[src/rtl/gated_timer16.sv]
module gated_timer16 #(
  parameter int BYTE_W = 8
) (
  input  logic              clk,
  input  logic              rst_n,
  input  logic              wr_en,
  input  logic [1:0]        addr,
  input  logic [BYTE_W-1:0] wdata,
  output logic [BYTE_W-1:0] rd_data,
  input  logic              tick,
  input  logic              cnt_pin,
  input  logic              gate_pin,
  output logic              ovf_flag
);
  localparam int CNT_W = 2 * BYTE_W;

  logic [BYTE_W-1:0] lo_q, hi_q;
  logic              run_q, ext_q, gate_en_q, ovf_q;
  logic [2:0]        pin_sh;
  logic [1:0]        gate_sh;

  logic [CNT_W-1:0]  count;
  logic              wr_lo, wr_hi, wr_ctl, byte_wr;
  logic              pin_fall, enabled, step, ovf_set;

  assign count    = {hi_q, lo_q};
  assign wr_lo    = wr_en && addr == 2'd0;
  assign wr_hi    = wr_en && addr == 2'd1;
  assign wr_ctl   = wr_en && addr == 2'd2;
  assign byte_wr  = wr_lo || wr_hi;
  assign pin_fall = pin_sh[2] && !pin_sh[1];
  assign enabled  = run_q && (!gate_en_q || gate_sh[1]);
  assign step     = enabled && (ext_q ? pin_fall : tick);
  assign ovf_set  = step && !byte_wr && (&count);
  assign ovf_flag = ovf_q;

  always_ff @(posedge clk or negedge rst_n) begin
    if (!rst_n) begin
      pin_sh  <= '0;
      gate_sh <= '0;
    end else begin
      pin_sh  <= {pin_sh[1:0], cnt_pin};
      gate_sh <= {gate_sh[0], gate_pin};
    end
  end

  always_ff @(posedge clk or negedge rst_n) begin
    if (!rst_n) begin
      lo_q <= '0;
      hi_q <= '0;
    end else if (byte_wr) begin
      if (wr_lo) lo_q <= wdata;
      if (wr_hi) hi_q <= wdata;
    end else if (step) begin
      {hi_q, lo_q} <= count + 1'b1;
    end
  end

  always_ff @(posedge clk or negedge rst_n) begin
    if (!rst_n) begin
      run_q     <= 1'b0;
      ext_q     <= 1'b0;
      gate_en_q <= 1'b0;
    end else if (wr_ctl) begin
      run_q     <= wdata[0];
      ext_q     <= wdata[1];
      gate_en_q <= wdata[2];
    end
  end

  always_ff @(posedge clk or negedge rst_n) begin
    if (!rst_n)                     ovf_q <= 1'b0;
    else if (ovf_set)               ovf_q <= 1'b1;
    else if (wr_ctl && !wdata[3])   ovf_q <= 1'b0;
  end

  always_comb begin
    rd_data = '0;
    case (addr)
      2'd0: rd_data = lo_q;
      2'd1: rd_data = hi_q;
      2'd2: rd_data[3:0] = {ovf_q, gate_en_q, ext_q, run_q};
      default: rd_data = '0;
    endcase
  end
endmodule


[config.mk]
export PLATFORM = sky130hd
export DESIGN_NAME = gated_timer16
export DESIGN_NICKNAME = d
export VERILOG_FILES = /design/src/rtl/gated_timer16.sv
export SDC_FILE = /design/constraint.sdc
export NUM_CORES = 1
export LEC_CHECK = 0
export ABC_AREA = 1
export CORE_UTILIZATION = 50
export CTS_CLUSTER_SIZE = 28
export DETAILED_ROUTE_END_ITERATION = 10
export PLACE_DENSITY = 0.84
export SYNTH_ARGS = -nofsm -noshare
export SYNTH_HDL_FRONTEND = slang
export SYNTH_SLANG_ARGS = --single-unit
export TNS_END_PERCENT = 5
[constraint.sdc]
create_clock -name clk -period 4.1 [get_ports clk]
set_input_delay 0.41 -clock clk [delete_from_list [all_inputs] [get_ports clk]]
set_output_delay 0.41 -clock clk [all_outputs]
set_load 0.05 [all_outputs]
# ---- After elaboration in Yosys (flattened, before gate mapping)
# Index checks and enable logic that the tools add are counted.
dict set report op_classes {
  eq_ne 4
  n_addsub 1
  mux 11
  n_reduce_logical 21
}
# operator count
set op_table {}
lappend op_table {{8-bit 2-to-1 mux} 6}
lappend op_table {{16-bit by 1-bit adder with 16-bit output, second input constant} 1}
lappend op_table {{16-bit AND reduction} 1}
lappend op_table {{4-bit one-hot mux with 3 select lines} 1}
lappend op_table {{1-bit logical AND} 9}
lappend op_table {{4-bit one-hot mux with 2 select lines} 1}
lappend op_table {{1-bit zero test} 4}
lappend op_table {{2-bit inequality test, second input constant} 2}
lappend op_table {{2-bit AND reduction} 2}
lappend op_table {{2-bit nonzero test} 2}
lappend op_table {{1-bit 2-to-1 mux} 3}
lappend op_table {{2-bit by 1-bit equality test with 1-bit output, second input constant} 1}
lappend op_table {{2-bit equality test, second input constant} 1}
lappend op_table {{2-bit zero test} 1}
lappend op_table {{1-bit logical OR} 2}
dict set report totals {
  regBits 25
  in_bits 16
  out_inout_bits 9
  elab_cells 45
}

# ---- Depth between registers and ports, before layout
# Gate-level depths: netlist (run 1).
dict set report depth {
  depth_word 7
  ltp_mapped 11
  ltp_nobuf 11
}

# ---- Worst setup path after synthesis (run 1)
# Ideal clock, no wire load.
dict set report synth_timing {
  kind {input port to output port}
  start {input addr[1]}
  end {output rd_data[1]}
  t_arrival_ns 1.508
  t_required_ns 3.690
  slack_ns 2.182
  stages 3
  path_buffers 0
  cell_sequence {inv_1 -> nand2_1 -> o221ai_1}
}
dict set report synth_between {
  elab_chain_len 2
  word_cells_on_any_way 4
  cone_classes {eq/ne (2); mux (1); reduce/logical (1)}
}
# item line_no
set synth_rtl {}
lappend synth_rtl {{start: declaration} 7} ;# input logic [1:0] addr,
lappend synth_rtl {{2-bit equality test, or another cell as far along} 79} ;# case (addr)
lappend synth_rtl {{4-bit one-hot mux with 3 select lines (*)} 79}
lappend synth_rtl {{end: declaration} 9} ;# output logic [BYTE_W-1:0] rd_data,
# Mark *: on every way between the ends. The rest lies on a longest branch, timed or not.

# ---- Final worst setup path (run 1)
dict set report layout_timing {
  start {input addr[0]}
  end {output rd_data[3]}
}
# Same word-level chain as after synthesis.

==> results of run 1 <==
-- how the worst max path moves through the flow --
stage          depth (start not counted)          to    start  slack (ns)
5_1_grt                                4  rd_data[3]  addr[0]        1.28
3_5_place_dp                           4  rd_data[3]  addr[0]        1.36
6_report                               4  rd_data[3]  addr[0]        1.35
2_1_floorplan                          3  rd_data[1]  addr[1]        2.18
4_1_cts                                4  rd_data[3]  addr[0]        1.36
3_3_place_gp                           4  rd_data[3]  addr[0]        1.38
-- cells in the mapped netlist --
| master | count | area share [%] |
|---|---|---|
| nor2_4 | 2 | 1.4 |
| buf_4 | 1 | 0.46 |
| or2_2 | 1 | 0.38 |
| o31ai_2 | 1 | 0.77 |
| o21bai_1 | 1 | 0.46 |
| o21ai_1 | 1 | 0.31 |
| buf_6 | 2 | 1.4 |
| mux2_2 | 1 | 0.69 |
| o221ai_1 | 3 | 1.6 |
| o211ai_1 | 1 | 0.46 |
| nand3_1 | 15 | 4.6 |
| nand2_4 | 1 | 0.69 |
| a21oi_1 | 6 | 1.8 |
| dfrtp_1 | 25 | 38 |
| o21ai_0 | 18 | 5.5 |
| o22ai_1 | 4 | 1.5 |
| inv_2 | 1 | 0.23 |
| o21ai_4 | 1 | 1.0 |
| nand3_4 | 1 | 1.1 |
| nand2_2 | 1 | 0.38 |
| ha_1 | 1 | 0.77 |
| nand4_1 | 4 | 1.5 |
| nor3_1 | 1 | 0.31 |
| nor2_1 | 28 | 6.5 |
| nor2_2 | 2 | 0.77 |
| o21ai_2 | 1 | 0.54 |
| inv_1 | 34 | 7.8 |
| nand2_1 | 76 | 18 |
| xor2_1 | 2 | 1.1 |
-- routing by layer --
metal,GRT usage (%),vias to the layer above
met5,0,-
met4,7.82,0
met3,5.24,6
met2,38.3,58
met1,36.6,718
li1,-,807
-- stage by stage --
stage	power, mW	hold slack (ns)	worst slack, ns	instances
2_1_floorplan	0.697	0.114	2.18	236
5_1_grt	1.03	0.392	1.28	306
4_1_cts	0.947	0.377	1.36	306
6_report	0.944	0.374	1.35	306
3_5_place_dp	0.825	0.342	1.36	302
3_3_place_gp	0.811	0.337	1.38	302
-- power by group through the flow --
stage / combinational (mW) / clock [mW] / sequential, mW
floorplan: 0.315 / 0 / 0.382
global placement: 0.408 / 0 / 0.403
detailed placement: 0.417 / 0 / 0.408
CTS: 0.420 / 0.126 / 0.402
global route: 0.473 / 0.138 / 0.414
finish: 0.419 / 0.122 / 0.403
-- worst register-to-register path: stages, from the launching register on --
cell and delay [ns]:
dfrtp_1 0.44, ha_1 0.21, nand3_1 0.16, inv_1 0.12
nand2_1 0.09, inv_1 0.12, nand3_1 0.09, nand2_1 0.07
nand3_1 0.07, nand2_1 0.08, inv_1 0.03
-- kinds of logic (layout without fill, tap and decap cells) --
| kind of cell | Yosys count | in the layout |
|---|---|---|
| and+or+nand+nor | 132 | 132 |
| buffers and inverters | 38 | 64 |
| AOI/OAI and AO/OA | 37 | 37 |
| DFF | 25 | 25 |
| xor gates and xnor gates | 2 | 2 |
| adders and majority gates | 1 | 1 |
| muxes | 1 | 1 |
-- flip-flops by register name, summed over array words and instances, names as in the netlist --
name and flops:
pin_sh 3, gate_en_q 1, ext_q 1, gate_sh 2, ovf_flag 1, run_q 1
lo_q 8, hi_q 8
-- layout make-up --
type	count	area, sq um
Sequential cell	25	626
Inverter	35	131
Tap cell	44	55.1
Timing Repair Buffer	25	248
Clock inverter	1	8.76
Multi-Input combinational cell	173	842
Clock buffer	3	22.5
Fill cell	297	1140
==> run_results.csv, run 1 <==
group,metric,value,unit
run_status,outcome,"finished clean",
detailed_routing,ant_nets,0,
floorplan,die_height,59.1,um
cts,postCtsSetupBuffers,0,
cts,cts_sinks,25,
timing,fmaxAchievable,364,MHz
final_layout,drive_above_1_share,6.87,%
timing,worst_slew_margin_rel,62.3,%
detailed_routing,wl,3.92,mm
cts,path_clk_slew,0.15,ns
cts,cts_max_level,1,
synth,synth_xor_area_share,1.08,%
synth,yosys_register_bits,25,
detailed_routing,met2_length,1.79,mm
pwr,combPwrFrac,44.4,%
detailed_routing,maxUsedRoutingLayer,"met4",
timing,finalHoldViolCount,0,
pwr,clock_power_share,12.9,%
synth,syn_avg_cell_area,6.90,sq um
floorplan,start_util,52.9,%
critical_path,worstPathMaxFanout,7,
detailed_routing,route.met3.wl,281,um
critical_path,worstPathCellList,"clkdlybuf4s50_1, nand2_1, o221ai_1, clkdlybuf4s50_1",
synth,syn_area,1630,sq um
global_routing,track_usage,25.4,%
final_layout,layout.nets,280,
detailed_routing,drtPass1Iterations,4,
synth,syn_inst,236,
placement,dpl.hpwl,3.05,mm
global_routing,grt_pass1_vias,1453,
pwr,pwr-share-seq,42.7,%
final_layout,diodes,0,
detailed_routing,drt_iter0_markers,123,
timing,finClkSkew,0.00939,ns
critical_path,startpoint_type,"input pin",
critical_path,required,3.69,ns
critical_path,rrSetupSlack,2.52,ns
floorplan,coreArea,3080,sq um
cts,clk_path_buf_depth,2,
timing,finalMaxSlewViolations,0,
floorplan,die_area,3490,sq um
pwr,powerDensity,488,nW/um^2
synth,syn-num-nets,253,
timing,setup_viol,0,
timing,fin_crit_sh,67.0,%
critical_path,crit_buf_inv,2,
critical_path,worstPathArrival,2.34,ns
timing,rsz0062_at_grt,"false",
synth,ys_seq_area_share,38.4,%
floorplan,rows,20,
cts,cts_tree,"done",
worst_hold_path,hold_end,"gate_sh[1]",
critical_path,crit_top_cell,"clkdlybuf4s50_1",
timing,period_needed,2.75,ns
cts,clock-root-buffer,"clkbuf_4",
final_layout,layout_commonest_cell,"nand2_1",
pwr,power.internal,0.509,mW
timing,setup_tns,0,ns
detailed_routing,drc,0,
pwr,leakagePower,0.973,nW
synth,yosysWarnings,0,
synth,synthSimpleGateAreaFrac,35.1,%
job,cap_violations,0,
detailed_routing,wl_met1,1.81,mm
floorplan,die_x,59.1,um
synth,synthMuxAreaShare,0.691,%
global_routing,grt_max_degree,26,
cts,cts_resized,0,
cts,cts_hold_buf,0,
critical_path,worstReg2RegEnd,"hi_q[4]",
floorplan,io-pin-count,25,
detailed_routing,routed_via_density,5.19,
final_layout,final_util,62.8,%
pwr,p_switching,0.435,mW
global_routing,grt_overflow,0,
synth,synth_fa_ha_area_share,0.768,%
critical_path,critPathSlowestCell,"clkdlybuf4s50_1",
placement,dpl-instance-area,1900,sq um
synth,synth-compound-area-share,14.1,%
worst_hold_path,hold_path_depth,0,
synth,yosysUniqueCellTypes,29,
critical_path,path_delay_family,"buffers and inverters",
critical_path,crit_path_max_incr_delay,0.84,ns
detailed_routing,wl_per_cell,12.8,um
worst_hold_path,hp-class,"flop to flop",
final_layout,area_delta_synth_final,18.7,%
final_layout,final_cell_mix,"nand2_1, inv_1, nor2_1",
detailed_routing,vias,1589,
timing,worstMarginPinSlew,0.566,ns
worst_hold_path,hold_start,"gate_sh[0]",
global_routing,antenna_found_initial,0,
critical_path,cp-end-kind,"output pin",
synth,synth_top_family_by_area,"simple AND/OR/NAND/NOR gates",
global_routing,grt_pass1_wl,6.67,mm
critical_path,crit-reg2reg-launch,"lo_q[1]",
pwr,peakVddDrop,248,uV
placement,place.gp.congestion,0.928,
final_layout,design_area,1930,sq um
critical_path,worstSetupPathType,"input pin to output pin",
cts,insertion_delay,0.33,ns
pwr,swShare,46.1,%
cts,cts_buffers,3,
placement,numPortBuffers,24,
critical_path,r2r_cells,10,
Note: power is estimated with default switching activity, not from simulation.
==> inputs of run 2 (changes only) <==
Clock period 4.1 ns to 2.7 ns, I/O delays scaled along.
==> run 2 against run 1 <==
- register-to-register slack lost 1.4 ns
- combinational power grew 52%
- global-route usage grew 1.1 points
- cell area shrank 1.0%
- via count grew 4.2%
- highest routed layer unchanged
==> run_results.csv, run 2 (synthesized netlist as in run 1, its figures left out) <==
group,metric,value,unit
timing,worst_slew_margin_rel,64.7,%
detailed_routing,vias,1656,
final_layout,top_regs,"hi_q x8, lo_q x8, pin_sh x3",
timing,fin_ws,0.753,ns
placement,numPortBuffers,24,
timing,fmaxAchievable,514,MHz
detailed_routing,met2_length,1.87,mm
final_layout,diodes,0,
detailed_routing,ant_nets,0,
pwr,peakVddDrop,373,uV
cts,cts_resized,0,
cts,cts_hold_buf,0,
pwr,leakagePower,0.985,nW
global_routing,grt_pass1_wl,6.93,mm
pwr,swShare,47.1,%
global_routing,grt_overflow,0,
floorplan,start_util,52.9,%
critical_path,worstPathArrival,1.68,ns
critical_path,worstPathMaxFanout,7,
pwr,power.internal,0.763,mW
timing,fin_crit_sh,72.1,%
pwr,powerDensity,755,nW/um^2
final_layout,fin_cells,306,
pwr,p_switching,0.680,mW
timing,finalMaxSlewViolations,0,
global_routing,grt_max_degree,26,
critical_path,worstSetupPathType,"input pin to output pin",
placement,dpl.hpwl,3.15,mm
floorplan,die_height,59.1,um
run_status,outcome,"finished clean",
placement,dpl.cell_count,302,
global_routing,antenna_found_initial,0,
detailed_routing,wl_met1,1.80,mm
cts,cts_sinks,25,
timing,rsz0062_at_grt,"false",
timing,period_needed,1.95,ns
cts,clock-root-buffer,"clkbuf_4",
final_layout,register_area,626,sq um
floorplan,die_area,3490,sq um
final_layout,multiInputGateArea,842,sq um
final_layout,final_cell_mix,"nand2_1, inv_1, nor2_1",
detailed_routing,drtPass1Iterations,4,
detailed_routing,route.met3.wl,325,um
placement,place.gp.congestion,0.952,
detailed_routing,maxUsedRoutingLayer,"met4",
critical_path,startpoint_type,"input pin",
global_routing,grt_pass1_vias,1536,
detailed_routing,wl,4.03,mm
final_layout,area_delta_synth_final,17.4,%
pwr,combPwrFrac,44.2,%
final_layout,drive_above_1_share,9.92,%
critical_path,required,2.43,ns
detailed_routing,wl_per_cell,13.2,um
cts,path_clk_slew,0.16,ns
timing,worstMarginPinSlew,0.529,ns
final_layout,layout.nets,280,
detailed_routing,routed_via_density,5.41,
final_layout,final_util,62.2,%
cts,clk_path_buf_depth,2,
final_layout,layout_commonest_cell,"nand2_1",
final_layout,n_fill_cell,284,
timing,setup_tns,0,ns
timing,setup_viol,0,
cts,cts_tree,"done",
floorplan,rows,20,
floorplan,coreArea,3080,sq um
cts,insertion_delay,0.34,ns
cts,cts_buffers,3,
critical_path,cp-end-kind,"output pin",
job,cap_violations,0,
worst_hold_path,hp-class,"input pin to async pin",
cts,postCtsSetupBuffers,0,
global_routing,track_usage,26.5,%
pwr,pwr-share-seq,42.5,%
placement,dp_slack,0.779,ns
cts,cts_max_level,1,
pwr,clock_power_share,13.3,%
timing,finalHoldViolCount,0,
floorplan,io-pin-count,25,
detailed_routing,drt_iter0_markers,145,
detailed_routing,drc,0,
timing,finClkSkew,0.00482,ns
floorplan,die_x,59.1,um
[run 2: changes by cell type in the layout (fill, tap and decap cells not counted), sizes merged]
cell           before  now
buf                 1    9
clkdlybuf4s50      24   16
[run 2: area by class of cell]
type / count / area share, %
clock buffer: 3 / 1.18
clock inverter: 1 / 0.458
inverter: 35 / 6.87
multi-input combinational: 173 / 44.0
sequential: 25 / 32.7
tap: 44 / 2.88
timing repair buffer: 25 / 11.9
[run 2: per-layer routing]
layer | vias up | track usage (%)
li1 | 802 | -
met1 | 770 | 37.3
met2 | 75 | 40.7
met3 | 9 | 5.46
met4 | 0 | 8.50
met5 | - | 0
[run 2: critical path, stage by stage]
cell and delay (ns):
clkdlybuf4s50_1 0.61, nand2_1 0.25, o221ai_1 0.29, buf_4 0.24
[run 2: path summary, 6_finish.rpt]
| path | startpoint | endpoint | slack (ns) | cells past startpoint |
|---|---|---|---|---|
| setup / recovery | addr[0] | rd_data[2] | 0.75 | 4 |
| hold / removal | rst_n | lo_q[1] | 0.27 | 2 |
| setup reg to reg | lo_q[0] | hi_q[4] | 1.15 | 10 |
| hold reg to reg | gate_sh[0] | gate_sh[1] | 0.37 | 0 |
| max in group asynchronous | rst_n | hi_q[4] | 2.19 | 2 |
| min in group clk | gate_pin | gate_sh[0] | 0.35 | 1 |
[run 2: power by group through the flow]
stage	Clock, mW	Combinational (mW)	Sequential [mW]
after floorplan	0	0.478	0.580
after global placement	0	0.617	0.612
after detailed placement	0	0.628	0.619
after CTS	0.194	0.633	0.610
after global routing	0.214	0.724	0.626
final	0.192	0.638	0.613
[run 2: through the flow]
step / area (sq um) / power [mW] / hold WS, ns
2_1_floorplan: 1630 / 1.06 / -0.0256
3_3_place_gp: 1880 / 1.23 / 0.336
3_5_place_dp: 1880 / 1.25 / 0.341
4_1_cts: 1910 / 1.44 / 0.276
5_1_grt: 1910 / 1.56 / 0.296
6_report: 1910 / 1.44 / 0.267
==> inputs of run 3 (changes only) <==
Settings changed: CORE_UTILIZATION 50 to 48.
Clock period 2.7 ns to 1.7 ns, I/O delays scaled along.
==> run 3 against run 2 <==
- clock power increased by 51%
- critical path depth up 1
- sequential share of layout area is 2.7 points lower
- largest cell class unchanged
- largest power group unchanged
==> run_results.csv, run 3 (synthesized netlist as in run 1, its figures left out) <==
group,metric,value,unit
detailed_routing,routed_via_density,5.27,
run_status,outcome,"finished clean",
final_layout,top_regs,"hi_q x8, lo_q x8, pin_sh x3",
critical_path,r2r_cells,10,
global_routing,track_usage,26.2,%
critical_path,crit_end,"rd_data[3]",
final_layout,fin_cells,312,
global_routing,grt_pass1_wl,6.97,mm
cts,clk_path_buf_depth,2,
pwr,powerDensity,1190,nW/um^2
timing,finalMaxSlewViolations,0,
pwr,leakagePower,1.05,nW
final_layout,drive_above_1_share,14.9,%
detailed_routing,drt_iter0_markers,153,
timing,fin_ws,0.0506,ns
critical_path,startpoint_type,"input pin",
global_routing,grt_pass1_vias,1583,
critical_path,worstPathArrival,1.48,ns
worst_hold_path,hp-class,"input pin to async pin",
critical_path,required,1.53,ns
pwr,clock_power_share,11.7,%
cts,cts_max_level,1,
global_routing,grt_overflow,0,
final_layout,layout.nets,286,
final_layout,area_delta_synth_final,27.9,%
timing,fin_crit_sh,97.0,%
critical_path,worstPathMaxFanout,7,
critical_path,rrSetupSlack,0.14,ns
critical_path,critical_path.startpoint,"addr[1]",
final_layout,design_area,2080,sq um
detailed_routing,vias,1644,
detailed_routing,ant_nets,0,
timing,period_needed,1.65,ns
pwr,power.total,2.47,mW
pwr,combPwrFrac,48.8,%
pwr,power.internal,1.34,mW
cts,cts_tree,"done",
final_layout,layout_commonest_cell,"nand2_1",
placement,dp_slack,-0.0689,ns
timing,fmaxAchievable,606,MHz
final_layout,diodes,0,
floorplan,io-pin-count,25,
critical_path,crit-reg2reg-launch,"lo_q[0]",
pwr,peakVddDrop,632,uV
detailed_routing,drc,0,
placement,numPortBuffers,24,
cts,insertion_delay,0.35,ns
cts,cts_hold_buf,0,
placement,place.gp.congestion,0.936,
final_layout,final_cell_mix,"nand2_1, inv_1, nor2_1",
timing,finalHoldViolCount,0,
pwr,swShare,45.9,%
pwr,p_switching,1.14,mW
global_routing,grt_max_degree,26,
floorplan,die_height,60.3,um
detailed_routing,drtPass1Iterations,4,
floorplan,start_util,52.1,%
floorplan,rows,20,
timing,setup_tns,0,ns
floorplan,coreArea,3130,sq um
timing,setup_viol,0,
detailed_routing,wl,4.24,mm
critical_path,worstReg2RegEnd,"hi_q[4]",
critical_path,worstSetupPathType,"input pin to output pin",
placement,dpl-instance-area,2030,sq um
placement,dpl.cell_count,308,
timing,worstMarginPinSlew,0.483,ns
cts,cts_sinks,25,
cts,path_clk_slew,0.16,ns
detailed_routing,wl_per_cell,13.6,um
global_routing,antenna_found_initial,0,
cts,cts_buffers,3,
placement,dpl.hpwl,3.26,mm
floorplan,die_x,60.3,um
timing,finClkSkew,0.0226,ns
timing,rsz0062_at_grt,"false",
floorplan,die_area,3630,sq um
timing,worst_slew_margin_rel,67.9,%
job,cap_violations,0,
pwr,pwr-share-seq,39.4,%
cts,clock-root-buffer,"clkbuf_4",
critical_path,cp-end-kind,"output pin",
run 3: per-stage QoR:
stage                     utilization, %  hold slack (ns)
final                               66.6            0.160
after global routing                66.6            0.206
after CTS                           65.9            0.191
after detailed placement            64.8            0.342
after global placement              64.8            0.335
after floorplan                        -           -0.126
run 3: power groups by stage:
stage               Combinational (mW)  Clock [mW]  Sequential, mW
finish                            1.21       0.290           0.976
global route                      1.33       0.318            1.00
CTS                               1.18       0.293           0.966
detailed placement                1.16           0           0.981
global placement                  1.14           0           0.975
floorplan                        0.759           0           0.921
run 3: worst min path at each step:
stage                            end  slack [ns]
after floorplan                ext_q       -0.13
after global placement    gate_sh[1]        0.33
after detailed placement  gate_sh[1]        0.34
after CTS                      run_q        0.19
after global routing         lo_q[1]        0.21
final                        lo_q[1]        0.16
run 3: repair_timing:
item,in CTS,in global routing
buffers inserted,0,0
resized for setup,2,8
endpoints found under the setup margin,5,9
pin swaps,0,1
endpoints found under the hold margin,0,0
run 3: layout make-up:
cell class | instances | area [sq um]
multi-input cells | 173 | 867
repair buffers | 31 | 374
inverters | 35 | 131
flip-flops and latches | 25 | 626
clock buffers | 3 | 22.5
clock inverters | 1 | 7.51
fillers | 267 | 1040
well taps | 44 | 55.1
run 3: layer usage:
layer  vias to the layer above  routed length, um  track usage [%]
met5                         -                  0                0
met4                         0                 87             9.97
met3                        16                363             5.84
met2                        67               1910             40.3
met1                       742               1880             35.4
li1                        819                  -                -
run 3: worst max-delay path, stage by stage:
cell and delay (ns):
clkdlybuf4s50_1 0.44, inv_1 0.18, nand2_2 0.17, o221ai_1 0.33
buf_12 0.18
